<file path="src/rtl/vec_intc.sv">
module vec_intc #(
  parameter int VEC_W    = 8,
  parameter int VEC_STEP = 4
) (
  input  logic             clk,
  input  logic             rst_n,
  input  logic             reg_sel,
  input  logic             wr_en,
  input  logic [7:0]       wr_data,
  output logic [7:0]       rd_data,
  input  logic             cmp0_in,
  input  logic             cmp1_in,
  input  logic             ext_in,
  input  logic             tmr0_ovf,
  input  logic             tmr1_ovf,
  input  logic             adc_done,
  input  logic             stack_full,
  output logic             irq_ack,
  output logic [VEC_W-1:0] irq_vector,
  output logic             wake
);
  localparam int NSRC = 6;

  logic            gie;
  logic [NSRC-1:0] en, flag;
  logic [2:0]      prev;

  wire [2:0]      lvl    = {ext_in, cmp1_in, cmp0_in};
  wire [NSRC-1:0] hw_set = {adc_done, tmr1_ovf, tmr0_ovf, prev & ~lvl};
  wire [NSRC-1:0] ready  = en & flag;
  wire [NSRC-1:0] grant  = ready & (~ready + 1'b1);
  wire            wr_a   = wr_en & ~reg_sel;
  wire            wr_b   = wr_en & reg_sel;

  assign irq_ack = gie & ~stack_full & (|ready);
  assign wake    = |flag;

  wire [NSRC-1:0] clr = irq_ack ? grant : '0;
  wire [NSRC-1:0] flag_sw = {wr_b ? wr_data[6:4] : flag[5:3],
                             wr_a ? wr_data[6:4] : flag[2:0]};

  logic [VEC_W-1:0] vec;
  always_comb begin
    vec = '0;
    for (int i = 0; i < NSRC; i++)
      if (grant[i]) vec = VEC_W'(VEC_STEP * (i + 1));
  end
  assign irq_vector = irq_ack ? vec : '0;

  assign rd_data = reg_sel ? {1'b0, flag[5:3], 1'b0, en[5:3]}
                           : {1'b0, flag[2:0], en[2:0], gie};

  always_ff @(posedge clk) begin
    if (!rst_n) begin
      gie  <= 1'b0;
      en   <= '0;
      flag <= '0;
      prev <= '0;
    end else begin
      prev <= lvl;
      flag <= (flag_sw & ~clr) | hw_set;
      if (wr_a) en[2:0] <= wr_data[3:1];
      if (wr_b) en[5:3] <= wr_data[2:0];
      gie  <= (wr_a ? wr_data[0] : gie) & ~irq_ack;
    end
  end
endmodule

</file>
<file path="config.mk">
export PLATFORM = sky130hd
export DESIGN_NAME = vec_intc
export DESIGN_NICKNAME = d
export VERILOG_FILES = /design/src/rtl/vec_intc.sv
export SDC_FILE = /design/constraint.sdc
export NUM_CORES = 1
export LEC_CHECK = 0
export BUFFER_PORTS_ARGS = -buffer_cell sky130_fd_sc_hd__buf_4
export CORE_MARGIN = 2
export CORE_UTILIZATION = 46
export DETAILED_ROUTE_END_ITERATION = 10
export PLACE_DENSITY = 0.79
export SYNTH_ARGS = -nofsm -noshare
export SYNTH_HDL_FRONTEND = slang
export SYNTH_SLANG_ARGS = --single-unit
</file>
<file path="constraint.sdc">
create_clock -name clk -period 1.25 [get_ports clk]
set_clock_uncertainty 0.05 [all_clocks]
set_input_delay 0.25 -clock clk [delete_from_list [all_inputs] [get_ports clk]]
set_output_delay 0.25 -clock clk [all_outputs]
set_load 0.02 [all_outputs]
</file>
; After elaboration in Yosys (flattened, before gate mapping)
; Index checks and enable logic that the tools add are counted.
[op_classes]
n_addsub = 1
bitwise = 16
n_reduce_logical = 2
mux = 12
[ops]
columns = op, count
row1 = 8-bit 2-to-1 mux, 6
row2 = 6-bit AND, 3
row3 = 6-bit inverter, 2
row4 = 6-bit OR reduction, 2
row5 = 3-bit 2-to-1 mux, 3
row6 = 7-bit 2-to-1 mux, 1
row7 = 6-bit by 1-bit adder with 6-bit output (second input constant), 1
row8 = 6-bit 2-to-1 mux, 1
row9 = 6-bit bitwise OR, 1
row10 = 1-bit AND, 5
row11 = 3-bit AND, 1
row12 = 1-bit inverter, 3
row13 = 3-bit inverter, 1
row14 = 1-bit 2-to-1 mux, 1
[totals]
register_bits = 16
wordCells = 36

; Longest topological paths before layout
; Gate-level depths: netlist of run 1.
[depth]
ltp_word = 11
ltp_mapped = 5
mapped_depth_nobuf = 4

; Worst setup path before layout of run 1
; No wires, ideal clock.
[synth_path]
path_type = reg-to-output
start = register flag[3]
end = output irq_ack
arrival_time_ns = 1.033
n_path_buf = 0
setup_slack_ns = -0.083
path_stages_with_launch = 4
required_ns = 0.950
cell_sequence = dfxtp_1 a22o_1 a21oi_2 a31oi_1
[synth_via]
elab_chain_cells = 3
[synth_rtl]
columns = item, line
row1 = "start, declared", 25  ; logic [NSRC-1:0] en, flag;
row2 = "start signal, assigned", 61  ; flag <= (flag_sw & ~clr) | hw_set;
row3 = 6-bit AND, 30  ; wire [NSRC-1:0] ready = en & flag;
row4 = 6-bit OR reduction, 35  ; assign irq_ack = gie & ~stack_full & (|ready);
row5 = 1-bit AND, 35
row6 = "end, declared", 18  ; output logic irq_ack,
; No other way between the ends.

; Worst setup path in the final report of run 1
[layout_path]
start = register en[4]
end = output irq_vector[4]
[layout_via]
elab_chain_cells = 7
[layout_rtl]
columns = item, line
row1 = "start, declared", 25
row2 = "start signal, assigned", 63  ; if (wr_b) en[5:3] <= wr_data[2:0];
row3 = 6-bit AND *, 30
row4 = 6-bit inverter, 31  ; wire [NSRC-1:0] grant = ready & (~ready + 1'b1);
row5 = 6-bit by 1-bit adder with 6-bit output, 31
row6 = 6-bit AND, 31
row7 = 8-bit 2-to-1 mux (2 in series), 46  ; if (grant[i]) vec = VEC_W'(VEC_STEP * (i + 1));
row8 = 8-bit 2-to-1 mux *, 48  ; assign irq_vector = irq_ack ? vec : '0;
row9 = "end, declared", 19  ; output logic [VEC_W-1:0] irq_vector,
; Every way passes the cells marked *; elsewhere a longest branch is shown, timed or not.

==> flow_metrics.tcl, run 1 <==
set metrics [dict create \
    yosys.cell_types.count 26 \
    num_vias 1027 \
    hold_path_depth 2 \
    synth_area_um2 894.6 \
    hpwl_um 1862 \
    power_frac_comb 0.331 \
    globalRouteOverflowTotal 0 \
    status "finished, violations left" \
    antenna_found_initial 0 \
    switchingPower_uw 400.7 \
    worst_ep_required_time_ns 0.95 \
    cts_tree "yes" \
    grt_use_total 0.2679 \
    swShare 0.3107 \
    root_buffer "clkbuf_4" \
    yosys.area.top_type_share 0.3580 \
    setup_slack_ns -0.4905 \
    ant_nets 0 \
    die_h_um 48.10 \
    mostFrequentLayoutCells "38 x buf_4, 21 x buf_6, 10 x dfxtp_2" \
    drc 0 \
    whs_endpoint "flag[4]" \
    max_freq_ghz 0.5745 \
    drtPass1Iterations 4 \
    finalPower_mw 1.290 \
    place_congestion 0.8545 \
    fin_hold_ws_ns 0.09514 \
    crit_fanout 4 \
    maxCapViolations 0 \
    clk_latency_ns 0.30 \
    path_cells "a22o_1 -> a21oi_2 -> and2b_2 -> buf_6" \
    vias_per_cell 5.674 \
    r2r-end "flag[3]" \
    hold_violations 0 \
    core_area_um2 1783 \
    area_growth_pct 75.24 \
    leakagePower_nw 0.7308 \
    cp.arrival_ns 1.44 \
    syn_area_per_cell_um2 9.129 \
    drive_above_1_share 0.6346 \
    dieArea_um2 2314 \
    fillers 80 \
    ir_drop_v 0.0006831 \
    cp_slowest_cell "dfxtp_2" \
    min_path_type "input pin to flop" \
    path_clk_slew_ns 0.09 \
    pin_count 37 \
    cts_num_sinks 16 \
    p_int_uw 889.2 \
    grt_pass1_vias 954 \
    cts_buffer_depth 2 \
    pwr-share-seq 0.446 \
    drtIter0Drc 28 \
    diodes 0 \
    p_per_area_nw_per_um2 822.8 \
    layout_commonest_cell "buf_4" \
    startpoint_type "flop" \
    reg2reg_slack_ns -0.18 \
    hold_path.startpoint "tmr1_ovf" \
    timing.rr.start "flag[1]" \
    ys_warn_count 0 \
    synth_area_leaders "dfxtp_1 36%, mux2i_1 10%, mux2_2 7.6%" \
    grt_first_pass_wirelength_um 4202 \
    slowest_delay_ns 0.36 \
    r2r_cells 5 \
    rsz0062_at_grt "yes" \
    cts-htree-levels 1 \
    clkPwrFrac 0.223 \
    violations "setup timing" \
    wl_per_cell_um 17.92 \
    fp-row-count 15 \
    finalNetCount 177 \
    initial_utilization 0.5018 \
    fin_crit_sh 1.392 \
    worstSetupPathType "flop to output pin" \
    cts_hold_buf 0 \
    end_kind "output pin" \
    synth_largest_area_cell "dfxtp_1" \
    ys_ff_latch 16 \
    grt_max_degree 17 \
    synth_seq_area_share 0.3580 \
    setup-violations-final 16 \
    synth_cells 98 \
    wl_um 3244 \
    io_buffers 29 \
    min_period_ns 1.741 \
    slew_violations 0 \
    cts_inserted_buffers 3 \
    die_w_um 48.10 \
]
cell type report:
cell class / instances / area (um2) / share of cell area
multi-input cells: 78 / 651.9 / 0.4158
repair buffers: 59 / 521.8 / 0.3328
flip-flops and latches: 16 / 340.3 / 0.2171
well taps: 25 / 31.28 / 0.01995
clock buffers: 3 / 22.52 / 0.01437
what timing repair did:
action	in CTS	in global routing
resized for setup	35	24
setup buffers	5	6
setup endpoints to repair	16	18
pin swaps	4	14
power by group through the flow:
stage | combinational, mW | sequential [mW] | clock, mW
6_report | 0.428 | 0.575 | 0.288
4_1_cts | 0.359 | 0.571 | 0.274
3_3_place_gp | 0.303 | 0.575 | 0
5_1_grt | 0.448 | 0.579 | 0.313
3_5_place_dp | 0.310 | 0.577 | 0
2_1_floorplan | 0.170 | 0.577 | 0
worst max path at each step:
| stage | start | endpoint | slack, ns | cells after the start |
|---|---|---|---|---|
| after global routing | en[4] | irq_vector[4] | -0.53 | 4 |
| after floorplan | en[3] | irq_vector[4] | -0.007 | 3 |
| after global placement | en[4] | irq_vector[4] | -0.12 | 4 |
| after detailed placement | flag[3] | irq_vector[2] | -0.14 | 5 |
| final | en[4] | irq_vector[4] | -0.49 | 4 |
| after CTS | flag[3] | irq_vector[4] | -0.43 | 4 |
worst max-delay path, delay by kind of cell, from the launching register on:
kind | cells | cell delay, ns
buffers and inverters | 1 | 0.13
flip-flops | 1 | 0.36
AND/OR/NAND/NOR | 1 | 0.25
AO/OA/AOI/OAI | 2 | 0.42
kinds of logic (layout without fill, tap and decap cells):
group           count (synthesis)  count (layout)  synth area share
simple gates                   33              33            0.2070
compound gates                 24              24            0.1860
flops                          16              16            0.3580
mux                            15              15            0.1762
buf+inv                         9              62           0.06852
other cells                     1               6          0.004192
per-stage QoR:
| stage | utilization | instances | worst slack, ns | cell area, um2 | setup TNS (ns) |
|---|---|---|---|---|---|
| floorplan | - | 103 | -0.006699 | 927.1 | -0.006699 |
| global placement | 0.7221 | 171 | -0.1202 | 1287 | -0.8248 |
| detailed placement | 0.7221 | 171 | -0.1432 | 1287 | -0.9547 |
| CTS | 0.8119 | 178 | -0.4253 | 1448 | -3.120 |
| global route | 0.8793 | 181 | -0.5313 | 1568 | -4.621 |
| finish | 0.8793 | 181 | -0.4905 | 1568 | -4.075 |
cell usage after synthesis:
master and n:
a21boi_0 4, a21oi_1 5, a21oi_2 1, a22o_1 1
a22oi_2 1, a31oi_1 4, and2_1 5, and2b_1 1
and3b_1 1, buf_2 1, buf_4 7, clkbuf_1 1
conb_1 1, dfxtp_1 16, mux2_2 6, mux2i_1 9
nand2_1 9, nand2b_1 4, nand3_1 3, nor2_1 2
nor2b_1 6, nor3b_2 1, nor4_1 1, o21a_1 5
o21ai_0 2, o221ai_1 1
metal layers:
metal / vias up / global-route usage / share of wire
li1: 455 / - / -
met1: 499 / 0.2995 / 0.40
met2: 57 / 0.4827 / 0.50
met3: 16 / 0.06296 / 0.064
met4: 0 / 0.1135 / 0.037
met5: - / 0 / 0
state kept, by name (all words and copies together), names as in the netlist:
register / count
prev: 3
flag: 6
en: 6
gie: 1
No activity file was read; power rests on OpenSTA's default activity.
==> inputs of run 2 (changes only) <==
- SETUP_SLACK_MARGIN: unset -> 0.15
==> flow_metrics.tcl, run 2 (synthesis gave the netlist of run 1 again) <==
set metrics [dict create \
    ant_nets 0 \
    initial_utilization 0.5018 \
    worst_ep_required_time_ns 0.95 \
    status "finished, violations left" \
    area_growth_pct 80.84 \
    reg2reg_slack_ns -0.13 \
    grt_use_total 0.2765 \
    cts_buffer_depth 2 \
    grt_first_pass_wirelength_um 4326 \
    worstSetupPathType "flop to output pin" \
    end_kind "output pin" \
    drtPass1Iterations 4 \
    fin_crit_sh 1.399 \
    ir_drop_v 0.0007978 \
    violations "setup timing" \
    hold_violations 0 \
    finalSetupTns_ns -4.145 \
    io_buffers 29 \
    path_clk_slew_ns 0.12 \
    fin_cells 187 \
    pin_count 37 \
    dp_cells 176 \
    diodes 0 \
    grt_max_degree 17 \
    hpwl_um 1873 \
    cp.arrival_ns 1.45 \
    reg_top3 "en x6, flag x6, prev x3" \
    layout_commonest_cell "buf_4" \
    max_freq_ghz 0.5717 \
    die_h_um 48.10 \
    p_per_area_nw_per_um2 859.6 \
    wl_um 4086 \
    crit_fanout 3 \
    finalNetCount 182 \
    globalRouteOverflowTotal 0 \
    mostFrequentLayoutCells "40 x buf_4, 23 x buf_6, 9 x nand2_1, 9 x dfxtp_2, 8 x mux2i_1" \
    cts_num_sinks 16 \
    setup_slack_ns -0.4993 \
    cts_inserted_buffers 3 \
    die_w_um 48.10 \
    num_vias 1104 \
    drc 0 \
    cts_tree "yes" \
    startpoint_type "flop" \
    cts_hold_buf 0 \
    wl_per_cell_um 21.85 \
    min_period_ns 1.749 \
    slew_violations 0 \
    maxCapViolations 0 \
    drtIter0Drc 68 \
    rsz0062_at_grt "yes" \
    drive_above_1_share 0.6358 \
    root_buffer "clkbuf_4" \
    place_congestion 0.8339 \
    clk_latency_ns 0.30 \
    antenna_found_initial 0 \
    fp-row-count 15 \
    vias_per_cell 5.904 \
    dieArea_um2 2314 \
    setup-violations-final 16 \
    cts-htree-levels 1 \
    core_area_um2 1783 \
    min_path_type "input pin to flop" \
    grt_pass1_vias 960 \
    leakagePower_nw 0.7602 \
]
run 2: cell type report:
| type | instances | area, um2 |
|---|---|---|
| fillers | 73 | 165.2 |
| flip-flops and latches | 16 | 342.8 |
| well taps | 25 | 31.28 |
| repair buffers | 64 | 579.3 |
| clock buffers | 4 | 36.28 |
| multi-input cells | 78 | 628.1 |
run 2: metrics by stage:
step	util	total power [mW]	setup WS, ns	area (um2)	hold WS [ns]
5_1_grt	0.9074	1.438	-0.5552	1618	0.08934
3_3_place_gp	0.7600	0.8984	-0.1282	1355	0.4035
2_1_floorplan	-	0.7563	-0.006632	947.2	0.3217
4_1_cts	0.8611	1.306	-0.4530	1535	0.1092
3_5_place_dp	0.7600	0.9077	-0.1639	1355	0.4132
6_report	0.9074	1.391	-0.4993	1618	0.09704
run 2: worst paths after layout:
check / depth (start not counted) / from / to
worst min register to register: 2 / prev[0] / flag[0]
worst max register to register: 5 / en[1] / flag[3]
worst min-delay path: 2 / adc_done / flag[5]
worst max-delay path: 4 / en[3] / irq_vector[4]
run 2: timing repair:
action                     CTS  global route
pin swaps                    6             3
resized for setup           31            18
gates cloned                 0             0
buffers inserted             5             2
setup endpoints to repair   19            20
run 2: worst max-delay path, stage by stage, from the launching register on:
cell and delay [ns]:
dfxtp_2 0.34, a22o_1 0.27, a21oi_2 0.17, and2b_2 0.25, buf_6 0.13
run 2: power by group:
| part | switching [mW] | internal [mW] |
|---|---|---|
| clock | 0.201 | 0.178 |
| sequential | 0.0323 | 0.543 |
| combinational | 0.203 | 0.234 |
run 2: per-layer routing:
| metal | share of wire | track usage |
|---|---|---|
| met1 | 0.38 | 0.3235 |
| met2 | 0.46 | 0.4880 |
| met3 | 0.11 | 0.04074 |
| met4 | 0.050 | 0.1405 |
| met5 | 0 | 0 |
==> inputs of run 3 (changes only) <==
- ABC_AREA: unset -> 1
- CORE_UTILIZATION: 46 -> 48
- PLACE_DENSITY: 0.79 -> 0.8
- SETUP_SLACK_MARGIN: 0.15 -> unset
==> flow_metrics.tcl, run 3 <==
set metrics [dict create \
    yosys.area.top_type_share 0.3228 \
    grt_first_pass_wirelength_um 5106 \
    initial_utilization 0.5057 \
    pwr-share-seq 0.427 \
    synthTopCellsByCount "39 x nand2_1, 19 x nor2_1, 18 x inv_1" \
    drc 0 \
    seq_area_um2 339.1 \
    violations "setup timing" \
    synth_edf_count 0 \
    min_path_type "input pin to flop" \
    vias_per_cell 5.444 \
    ys_ff_latch 16 \
    pin_count 37 \
    synthAdderAreaFrac 0 \
    mostFrequentLayoutCells "34 x buf_4, 25 x nand2_1, 25 x buf_6" \
    ant_nets 0 \
    cts_tree "yes" \
    globalRouteOverflowTotal 0 \
    path_clk_slew_ns 0.09 \
    grt_use_total 0.2753 \
    clkPwrFrac 0.203 \
    ys_warn_count 0 \
    die_h_um 49.47 \
    maxCapViolations 0 \
    synth-main-ff-cell "dfxtp_1" \
    fillers 97 \
    drtIter0Drc 42 \
    swShare 0.3488 \
    switchingPower_uw 473.3 \
    end_kind "output pin" \
    slowest_delay_ns 0.37 \
    syn_area_per_cell_um2 6.659 \
    num_vias 1274 \
    finalNetCount 228 \
    worstSetupPathType "flop to output pin" \
    antenna_found_initial 0 \
    synth.most_common_cell "nand2_1" \
    layout_commonest_cell "buf_4" \
    drive_above_1_share 0.5942 \
    synth_compound_area_frac 0.1286 \
    crit_family "simple AND/OR/NAND/NOR gates" \
    synth_area_leaders "dfxtp_1 32%, nand2_1 15%, nor2_1 7.2%" \
    cp_slowest_cell "dfxtp_4" \
    p_per_area_nw_per_um2 780.8 \
    startpoint_type "flop" \
    fin_crit_sh 1.392 \
    multi_input_area_um2 723.2 \
    muxShareOfSynthArea 0 \
    fin_hold_ws_ns 0.09859 \
    path_cells "nand2_4 -> nand3_1 -> nor2_1 -> a21oi_2 -> o21ai_4 -> buf_6" \
    cts-htree-levels 1 \
    cts_num_sinks 16 \
    synth_cells 149 \
    ir_drop_v 0.0008228 \
    p_int_uw 883.7 \
    diodes 0 \
    min_period_ns 1.740 \
    fp-row-count 16 \
    root_buffer "clkbuf_4" \
    core_area_um2 1962 \
    leakagePower_nw 0.9048 \
    synth_xor_area_frac 0 \
    area_growth_pct 75.16 \
    async_flop_share 0 \
    power_frac_comb 0.370 \
    yosys.cell_types.count 22 \
    cts_buffer_depth 2 \
    die_w_um 49.47 \
    hold_violations 0 \
    synthSimpleGateAreaFrac 0.3897 \
    synth_seq_area_share 0.3228 \
    synth_largest_area_cell "dfxtp_1" \
    drtPass1Iterations 4 \
    synth_top_family_by_area "simple AND/OR/NAND/NOR gates" \
    hpwl_um 1891 \
    grt_pass1_vias 1162 \
    clk_latency_ns 0.28 \
    cp.arrival_ns 1.44 \
    max_freq_ghz 0.5746 \
    wl_um 3974 \
    grt_max_degree 14 \
    timing.critical_path.buf_inv 1 \
    utilization 0.8858 \
    wl_per_cell_um 16.98 \
    io_buffers 29 \
    setup_slack_ns -0.4902 \
    synth_area_um2 992.2 \
    worst_ep_required_time_ns 0.95 \
    cts_hold_buf 0 \
    rsz0062_at_grt "yes" \
    dieArea_um2 2447 \
    reg_top3 "en x6, flag x6, prev x3" \
    place_congestion 0.8964 \
    crit_fanout 3 \
    cts_inserted_buffers 3 \
    slew_violations 0 \
    setup-violations-final 18 \
    status "finished, violations left" \
]
[run 3: cell count changes after synthesis, sizes merged, moves of 6 or more]
| cell | before | now |
|---|---|---|
| nand2 | 9 | 48 |
| inv | 0 | 20 |
| nor2 | 2 | 21 |
| o21ai | 2 | 15 |
| mux2i | 9 | 0 |
| mux2 | 6 | 0 |
| nor2b | 6 | 0 |
[run 3: routing by layer]
metal | track usage | vias to the layer above | part of all wire
met1 | 0.3075 | 605 | 0.36
met4 | 0.06481 | 0 | 0.040
li1 | - | 573 | -
met2 | 0.5203 | 80 | 0.52
met3 | 0.06667 | 16 | 0.078
met5 | 0 | - | 0
[run 3: kinds of logic after synthesis]
group	count (synthesis)
compound gates	24
buf+inv	29
flops	16
other cells	1
simple gates	79
[run 3: final cells by class]
| cell class | count | area share |
|---|---|---|
| Clock buffer | 3 | 0.01296 |
| Sequential cell | 16 | 0.1951 |
| Timing Repair Buffer | 59 | 0.3089 |
| Multi-Input combinational cell | 109 | 0.4161 |
| Inverter | 20 | 0.04752 |
| Tap cell | 27 | 0.01944 |
[run 3: per-stage QoR]
step           std cells  worst slack, ns  TNS [ns]  instance area (um2)  power (mW)
6_report             234          -0.4902    -3.763                 1738       1.357
3_3_place_gp         218          -0.1066   -0.4157                 1353      0.9228
5_1_grt              234          -0.5501    -4.796                 1738       1.418
3_5_place_dp         218          -0.1261   -0.5383                 1353      0.9322
2_1_floorplan        154         0.002936         0                 1045      0.7979
4_1_cts              224          -0.3968    -2.259                 1535       1.263
[run 3: repair_timing]
action | CTS | global route
setup endpoints to repair | 13 | 19
pin swaps | 11 | 19
gates cloned | 0 | 0
resized for setup | 47 | 34
endpoints found under the hold margin | 0 | 0
buffers inserted | 3 | 12
[run 3: power by group through the flow]
| stage | logic (mW) | registers, mW | clock network [mW] |
|---|---|---|---|
| 5_1_grt | 0.535 | 0.583 | 0.300 |
| 2_1_floorplan | 0.219 | 0.579 | 0 |
| 6_report | 0.503 | 0.579 | 0.275 |
| 4_1_cts | 0.410 | 0.577 | 0.275 |
| 3_5_place_dp | 0.353 | 0.579 | 0 |
| 3_3_place_gp | 0.345 | 0.578 | 0 |
[run 3: worst register-to-register path, cell delays in order, from the launching register on]
cell and delay, ns:
dfxtp_2 0.34, nand2_2 0.09, buf_4 0.11, inv_1 0.07, nor2_2 0.17, nand3_4 0.10
buf_4 0.14, buf_6 0.11, buf_6 0.10, buf_6 0.10, nand2_1 0.05, a21oi_1 0.06
[run 3: worst paths after layout]
| path | endpoint | depth (start not counted) | slack (ns) | startpoint |
|---|---|---|---|---|
| worst max-delay path | irq_vector[4] | 6 | -0.49 | flag[2] |
| worst min-delay path | prev[1] | 3 | 0.1 | cmp1_in |
| worst max register to register | flag[1] | 11 | -0.35 | en[0] |
| worst min register to register | flag[1] | 2 | 0.41 | prev[1] |
